File: config.mk
export PLATFORM = sky130hd
export DESIGN_NAME = branch_seq
export DESIGN_NICKNAME = d
export VERILOG_FILES = /design/src/rtl/branch_seq.sv
export SDC_FILE = /design/constraint.sdc
export NUM_CORES = 1
export LEC_CHECK = 0
export BUFFER_PORTS_ARGS = -buffer_cell sky130_fd_sc_hd__buf_2
export CORE_MARGIN = 2
export CORE_UTILIZATION = 50
export DETAILED_ROUTE_END_ITERATION = 12
export PLACE_DENSITY = 0.79
export SYNTH_ARGS = -nofsm -noshare
export SYNTH_HDL_FRONTEND = slang
export SYNTH_SLANG_ARGS = --single-unit
File: constraint.sdc
create_clock -name clk -period 7 [get_ports clk]
set_input_delay 1.4 -clock clk [delete_from_list [all_inputs] [get_ports clk]]
set_output_delay 1.4 -clock clk [all_outputs]
set_load 0.005 [all_outputs]
File: src/rtl/branch_seq.sv
module branch_seq #(
  parameter int AW          = 16,
  parameter int CYC_W       = 4,
  parameter int TAKEN_EXTRA = 6
) (
  input  logic             clk,
  input  logic             rst,
  input  logic             valid,
  input  logic [7:0]       opcode,
  input  logic [AW-1:0]    operand,
  input  logic [AW-1:0]    pc_in,
  input  logic [AW-1:0]    sp_in,
  input  logic [AW-1:0]    hl_in,
  input  logic             flag_s,
  input  logic             flag_z,
  input  logic             flag_p,
  input  logic             flag_c,
  input  logic [AW-1:0]    pop_data,
  output logic [AW-1:0]    pc_q,
  output logic [AW-1:0]    sp_q,
  output logic             stk_wr,
  output logic             stk_rd,
  output logic [AW-1:0]    stk_addr,
  output logic [AW-1:0]    stk_wdata,
  output logic [CYC_W-1:0] extra_cyc
);

  localparam logic [AW-1:0]    ONE   = AW'(1);
  localparam logic [AW-1:0]    TWO   = AW'(2);
  localparam logic [AW-1:0]    THREE = AW'(3);
  localparam logic [CYC_W-1:0] PEN   = CYC_W'(TAKEN_EXTRA);

  wire [2:0] ccc      = opcode[5:3];
  wire       grp_hi   = opcode[7:6] == 2'b11;
  wire       is_jcond = grp_hi && opcode[2:0] == 3'b010;
  wire       is_ccond = grp_hi && opcode[2:0] == 3'b100;
  wire       is_rcond = grp_hi && opcode[2:0] == 3'b000;
  wire       is_rst   = grp_hi && opcode[2:0] == 3'b111;
  wire       is_jmp   = opcode == 8'hC3 || opcode == 8'hCB;
  wire       is_call  = opcode == 8'hCD || opcode == 8'hDD || opcode == 8'hFD;
  wire       is_ret   = opcode == 8'hC9 || opcode == 8'hD9;
  wire       is_pchl  = opcode == 8'hE9;

  logic flag_pick;
  always_comb begin
    case (ccc[2:1])
      2'd0:    flag_pick = flag_z;
      2'd1:    flag_pick = flag_c;
      2'd2:    flag_pick = flag_p;
      default: flag_pick = flag_s;
    endcase
  end
  wire taken = flag_pick == ccc[0];

  wire [AW-1:0] pc_seq  = pc_in + ONE;
  wire [AW-1:0] pc_skip = pc_in + THREE;
  wire [AW-1:0] sp_dec  = sp_in - TWO;
  wire [AW-1:0] sp_inc  = sp_in + TWO;

  logic [AW-1:0]    pc_n, sp_n, addr_n, wdata_n;
  logic             wr_n, rd_n;
  logic [CYC_W-1:0] extra_n;

  always_comb begin
    pc_n    = pc_seq;
    sp_n    = sp_in;
    addr_n  = '0;
    wdata_n = '0;
    wr_n    = 1'b0;
    rd_n    = 1'b0;
    extra_n = '0;
    if (is_jmp) begin
      pc_n = operand;
    end else if (is_jcond) begin
      pc_n = taken ? operand : pc_skip;
    end else if (is_call || (is_ccond && taken)) begin
      pc_n    = operand;
      sp_n    = sp_dec;
      addr_n  = sp_dec;
      wdata_n = pc_skip;
      wr_n    = 1'b1;
      if (is_ccond) extra_n = PEN;
    end else if (is_ccond) begin
      pc_n = pc_skip;
    end else if (is_ret || (is_rcond && taken)) begin
      pc_n   = pop_data;
      sp_n   = sp_inc;
      addr_n = sp_in;
      rd_n   = 1'b1;
      if (is_rcond) extra_n = PEN;
    end else if (is_rst) begin
      pc_n    = AW'(opcode & 8'h38);
      sp_n    = sp_dec;
      addr_n  = sp_dec;
      wdata_n = pc_seq;
      wr_n    = 1'b1;
    end else if (is_pchl) begin
      pc_n = hl_in;
    end
  end

  always_ff @(posedge clk) begin
    if (rst) begin
      pc_q      <= '0;
      sp_q      <= '0;
      stk_wr    <= 1'b0;
      stk_rd    <= 1'b0;
      stk_addr  <= '0;
      stk_wdata <= '0;
      extra_cyc <= '0;
    end else if (valid) begin
      pc_q      <= pc_n;
      sp_q      <= sp_n;
      stk_wr    <= wr_n;
      stk_rd    <= rd_n;
      stk_addr  <= addr_n;
      stk_wdata <= wdata_n;
      extra_cyc <= extra_n;
    end else begin
      stk_wr    <= 1'b0;
      stk_rd    <= 1'b0;
      extra_cyc <= '0;
    end
  end

  assert_reset_clear_R1: assert property (@(posedge clk)
    rst |=> (pc_q == '0 && sp_q == '0 && !stk_wr && !stk_rd && extra_cyc == '0));

  assert_one_request_R5: assert property (@(posedge clk) disable iff (rst)
    !(stk_wr && stk_rd));

  assert_penalty_needs_stack_R4: assert property (@(posedge clk) disable iff (rst)
    extra_cyc != '0 |-> (stk_wr || stk_rd));

  assert_call_push_R5: assert property (@(posedge clk) disable iff (rst)
    (valid && opcode == 8'hCD) |=> (stk_wr && sp_q == $past(sp_in) - TWO
                                    && stk_wdata == $past(pc_in) + THREE
                                    && pc_q == $past(operand)));

  assert_ret_pop_R6: assert property (@(posedge clk) disable iff (rst)
    (valid && opcode == 8'hC9) |=> (stk_rd && pc_q == $past(pop_data)
                                    && sp_q == $past(sp_in) + TWO));

  assert_pchl_R9: assert property (@(posedge clk) disable iff (rst)
    (valid && opcode == 8'hE9) |=> (pc_q == $past(hl_in) && sp_q == $past(sp_in)
                                    && !stk_wr && !stk_rd));

  assert_idle_hold_R11: assert property (@(posedge clk) disable iff (rst)
    (!valid && !$past(rst)) |=> ($stable(pc_q) && $stable(sp_q) && !stk_wr && !stk_rd));

endmodule

==> Word level (Yosys, flattened, before mapping) <==
Index checks and enable logic that the tools add are counted.
{ "totals": {"reg_bits": 70, "input_bits": 95} }
{ "op_classes": {"addsub": 4, "eq_ne": 15, "muxes": 37, "bitwise_logic": 1, "reduce_logical": 16} }
{ "op_table": {"columns": ["cell", "n"], "rows": [
  ["2-to-1 mux 16 bit", 26],
  ["equality test 8 bit, second input constant", 8],
  ["adder 16 x 2 -> 16 bit, second input constant", 2],
  ["adder 16 x 1 -> 16 bit, second input constant", 1],
  ["subtractor 16 x 2 -> 16 bit, second input constant", 1],
  ["2-to-1 mux 3 bit", 4],
  ["equality test 3 bit, second input constant", 2],
  ["logical AND 1 bit", 6],
  ["logical OR 1 bit", 6],
  ["OR reduction 6 bit", 1],
  ["2-to-1 mux 1 bit", 5],
  ["equality test 2 bit, second input constant", 2],
  ["2-to-1 mux 4 bit", 1],
  ["OR reduction 4 bit", 1],
  ["equality test 3 x 2 -> 1 bit, second input constant", 1],
  ["logical NOT 3 bit", 1],
  ["case mux 1 bit (3 select lines)", 1],
  ["equality test 2 x 1 -> 1 bit, second input constant", 1],
  ["logical NOT 2 bit", 1],
  ["equality test 1 bit", 1],
  ["inverter 1 bit", 1]
]} }

==> Depth between registers and ports, before layout <==
{ "logic_depth": {"word_depth": 10, "mapped_depth": 10, "mapped_depth_nobuf": 9} }

==> Worst setup path before layout <==
OpenSTA, ideal clock, no wires.
{ "synth_path": {"kind": "input to register", "start": "input opcode[3]", "end": "register pc_q[6]", "setup_ps": 129, "arrival_ps": 3182, "required_time_ps": 6871, "setup_slack_ps": 3689, "path_stages": 9, "n_path_buf": 2, "cell_sequence": "buf_2 -> inv_1 -> or4_1 -> buf_2 -> o21ai_0 -> a211o_1 -> a21oi_1 -> a2111oi_0 -> o21ai_1"} }
{ "synth_between": {"elab_chain_len": 8} }
{ "synth_lines": {"columns": ["element", "line_no", "text"], "rows": [
  ["start: declaration", "9", "input logic [7:0] opcode,"],
  ["equality test 8 bit, or another cell as far along", "42", "wire is_pchl = opcode == 8'hE9;"],
  ["2-to-1 mux 16 bit, or another cell as far along", "97", "end else if (is_pchl) begin"],
  ["2-to-1 mux 16 bit / logical OR 1 bit (equally long branches)", "91, 85", null],
  ["2-to-1 mux 16 bit", "85", "end else if (is_ret || (is_rcond && taken)) begin"],
  ["2-to-1 mux 16 bit", "83", "end else if (is_ccond) begin"],
  ["2-to-1 mux 16 bit", "76", "end else if (is_call || (is_ccond && taken)) begin"],
  ["2-to-1 mux 16 bit", "74", "end else if (is_jcond) begin"],
  ["2-to-1 mux 16 bit *", "72", "if (is_jmp) begin"],
  ["end signal: assignment", "112", "pc_q <= pc_n;"],
  ["end: declaration", "19", "output logic [AW-1:0] pc_q,"]
]} }
Every way passes the cells marked *; elsewhere a longest branch is shown, timed or not.
A chain may end at the register's enable or synchronous reset.

==> impl_metrics.toml <==
[clock_network]
hold_buffers = 0
post_cts_buffers = 0
cts_max_level = 3
clock_sinks = 67
cts_inserted_buffers = 9
cts_resized = 0
cts-root-buf = "clkbuf_8"
clk_pin_slew_worst_paths_ns = 0.08
clkLatencyLatePin_ns = 0.36
cts_tree = "built"
clockBufferDepth = 2

[timing]
tightestPinTransition_ns = 1.16
min_period_ns = 4.11
period_share_pct = 58.7
drv_slew = 0
timing.fmax_ghz = 0.243
clock_skew_ns = 0
relSlewSlack_pct = 22.0
rsz0062_at_grt = "false"
setup_tns_ns = 0
hold_viol_final = 0
finalSetupViolations = 0

[critical_path]
required_ns = 7.29
critical_path.top_delay_family = "simple AND/OR/NAND/NOR gates"
arrival_ns = 4.40
crit_top_cell = "nor2_1"
start_kind = "input port"
crit_path_end_kind = "flip-flop"
critPathBufInv = 2
critPathKind = "input port to flip-flop"
slowest_delay_ns = 0.68
cp_slowest_cell = "nor2_1"
cp_max_fo = 30
crit_chain = "buf_2, inv_1, nor2_1, nand2_1, nor2_1, o21ai_0, o211ai_1"

[final_layout]
finish.utilization_pct = 61.4
fill_cells = 939
regArea_mm2 = 0.00134
layout_common_cells = "buf_2, nor2_1, nand2_1"
area_growth_pct = 18.5
layout.nets = 914
layout-drive-gt1-share_pct = 24.8
final_common_cell = "buf_2"
insertedDiodeCount = 0
multi_input_area_mm2 = 0.00346

[job]
max_cap_violations = 0

[power_and_ir_drop]
vdd_drop_max_mv = 0.0744
p_leak_nw = 2.55
power.density_mw_per_mm2 = 161

[outcome]
outcome = "finished clean"

[route]
dr.pass1.iters = 8
vias = 6168
wl_per_cell_um = 19.6
viasPerCell = 6.48
ant_nets = 0
routed_wl_um = 18600
route.detailed.drc = 0
drtIter0Drc = 686

[logic_synthesis]
async_flop_share_pct = 0
synthCells = 694
ys.flop_type = "dfxtp_1"
yosys_warnings = 0
yosysSeqAreaShare_pct = 26.2
synth_area_leaders = "dfxtp_1, nor2_1, o21ai_0"
synth_top_cell_area_share_pct = 26.2
synth_cell_type_count = 82
synth_edf_count = 0
synth_seq_cells = 67
yosysTopAreaCell = "dfxtp_1"
synth.avg_cell_area_um2 = 7.36
syn_area_mm2 = 0.00511

[die]
initial_utilization_pct = 51.8
coreArea_mm2 = 0.00986
die_h_um = 105
die_w_um = 105
num_io_pins = 165
dieArea_mm2 = 0.0110
std_cell_rows = 36

[placed_design]
dp_hpwl_um = 13400
gp_congestion = 1.02
io_buffers = 162

[hold_path]
hp-class = "flip-flop to flip-flop"

[grt]
grt_pass1_vias = 5862
antenna_found_initial = 0
gr-total-overflow = 0
grt_pass1_wl_um = 29400
grt_start_max_net_pins = 47
track_usage_pct = 33.1
## worst paths after layout
check             cells past startpoint                        to  slack (ns)                  from
hold reg to reg                       2      sp_q[5]$_SDFFE_PP0P_        0.44  sp_q[5]$_SDFFE_PP0P_
hold / removal                        2      sp_q[5]$_SDFFE_PP0P_        0.44  sp_q[5]$_SDFFE_PP0P_
setup / recovery                      7  stk_addr[5]$_SDFFE_PP0P_        2.89                 valid
setup reg to reg                      4      pc_q[3]$_SDFFE_PP0P_        5.92  pc_q[3]$_SDFFE_PP0P_
## flip-flops by register name (all words and copies together), names as in the netlist
register and flops:
pc_q 16, sp_q 16, stk_addr 16, stk_wdata 16, extra_cyc 1, stk_rd 1, stk_wr 1
## per-layer routing
metal  vias to the layer above  global-route usage [%]  wire length, um
li1                       2808                       -                -
met3                        58                    7.36             2150
met5                         -                       0                0
met2                       466                    54.3             8720
met4                         0                    12.3              500
met1                      2836                    42.5             7280
## through the flow
step | cell area, um^2 | hold WS (ns) | cells | worst slack, ns | power [mW]
final | 6060 | 0.441 | 952 | 2.89 | 0.975
after global routing | 6060 | 0.484 | 952 | 2.64 | 1.02
after CTS | 6060 | 0.447 | 952 | 2.98 | 0.968
after detailed placement | 5860 | 0.435 | 936 | 2.63 | 0.633
after global placement | 5860 | 0.427 | 936 | 2.85 | 0.629
after floorplan | 5110 | 0.435 | 695 | 3.69 | 0.547
## power by group
group	leakage, nW	internal, mW	total [mW]	switching (mW)
sequential	0.548	0.399	0.410	0.0110
combinational	1.90	0.0862	0.222	0.136
clock	0.100	0.166	0.343	0.176
total	2.55	0.651	0.975	0.323
## Yosys cell counts (5+ instances only)
cell type,count
inv_1,16
o21ai_0,54
buf_2,11
o2111ai_1,5
and3_1,10
a2111oi_0,5
a31oi_1,5
a22o_1,11
o211ai_1,9
o21ai_1,8
a21oi_1,47
buf_4,6
a221o_1,8
xnor2_1,26
nand4_1,10
nand2_1,69
ha_1,5
dfxtp_1,67
clkbuf_1,34
nor4_1,9
o31ai_1,5
a221oi_1,5
nor3_1,25
nor2_1,82
or3_1,7
o22ai_1,14
xor2_1,8
a211oi_1,14
nand3_1,23
mux2i_1,9
## worst reg2reg max path: stages (launching register included)
cell,delay [ns]
dfxtp_1,0.39
o21bai_1,0.10
nor4_1,0.26
o21ai_0,0.13
o22ai_1,0.13
## cells by family after synthesis
kind of cell,after synthesis,synth area share (%)
muxes,10,2.20
DFF,67,26.2
other,1,0.0734
adders and majority gates,5,1.22
buffers and inverters,72,6.29
xor gates and xnor gates,36,6.68
and+or+nand+nor,268,25.6
AOI/OAI and AO/OA,235,31.7
## final cells by class
class	count	share of cell area, %
Timing Repair Buffer	164	13.6
Multi-Input combinational cell	556	57.2
Clock inverter	7	1.22
Tap cell	133	2.75
Clock buffer	9	2.05
Inverter	16	0.992
Sequential cell	67	22.1
No activity file was read; power rests on OpenSTA's default activity.
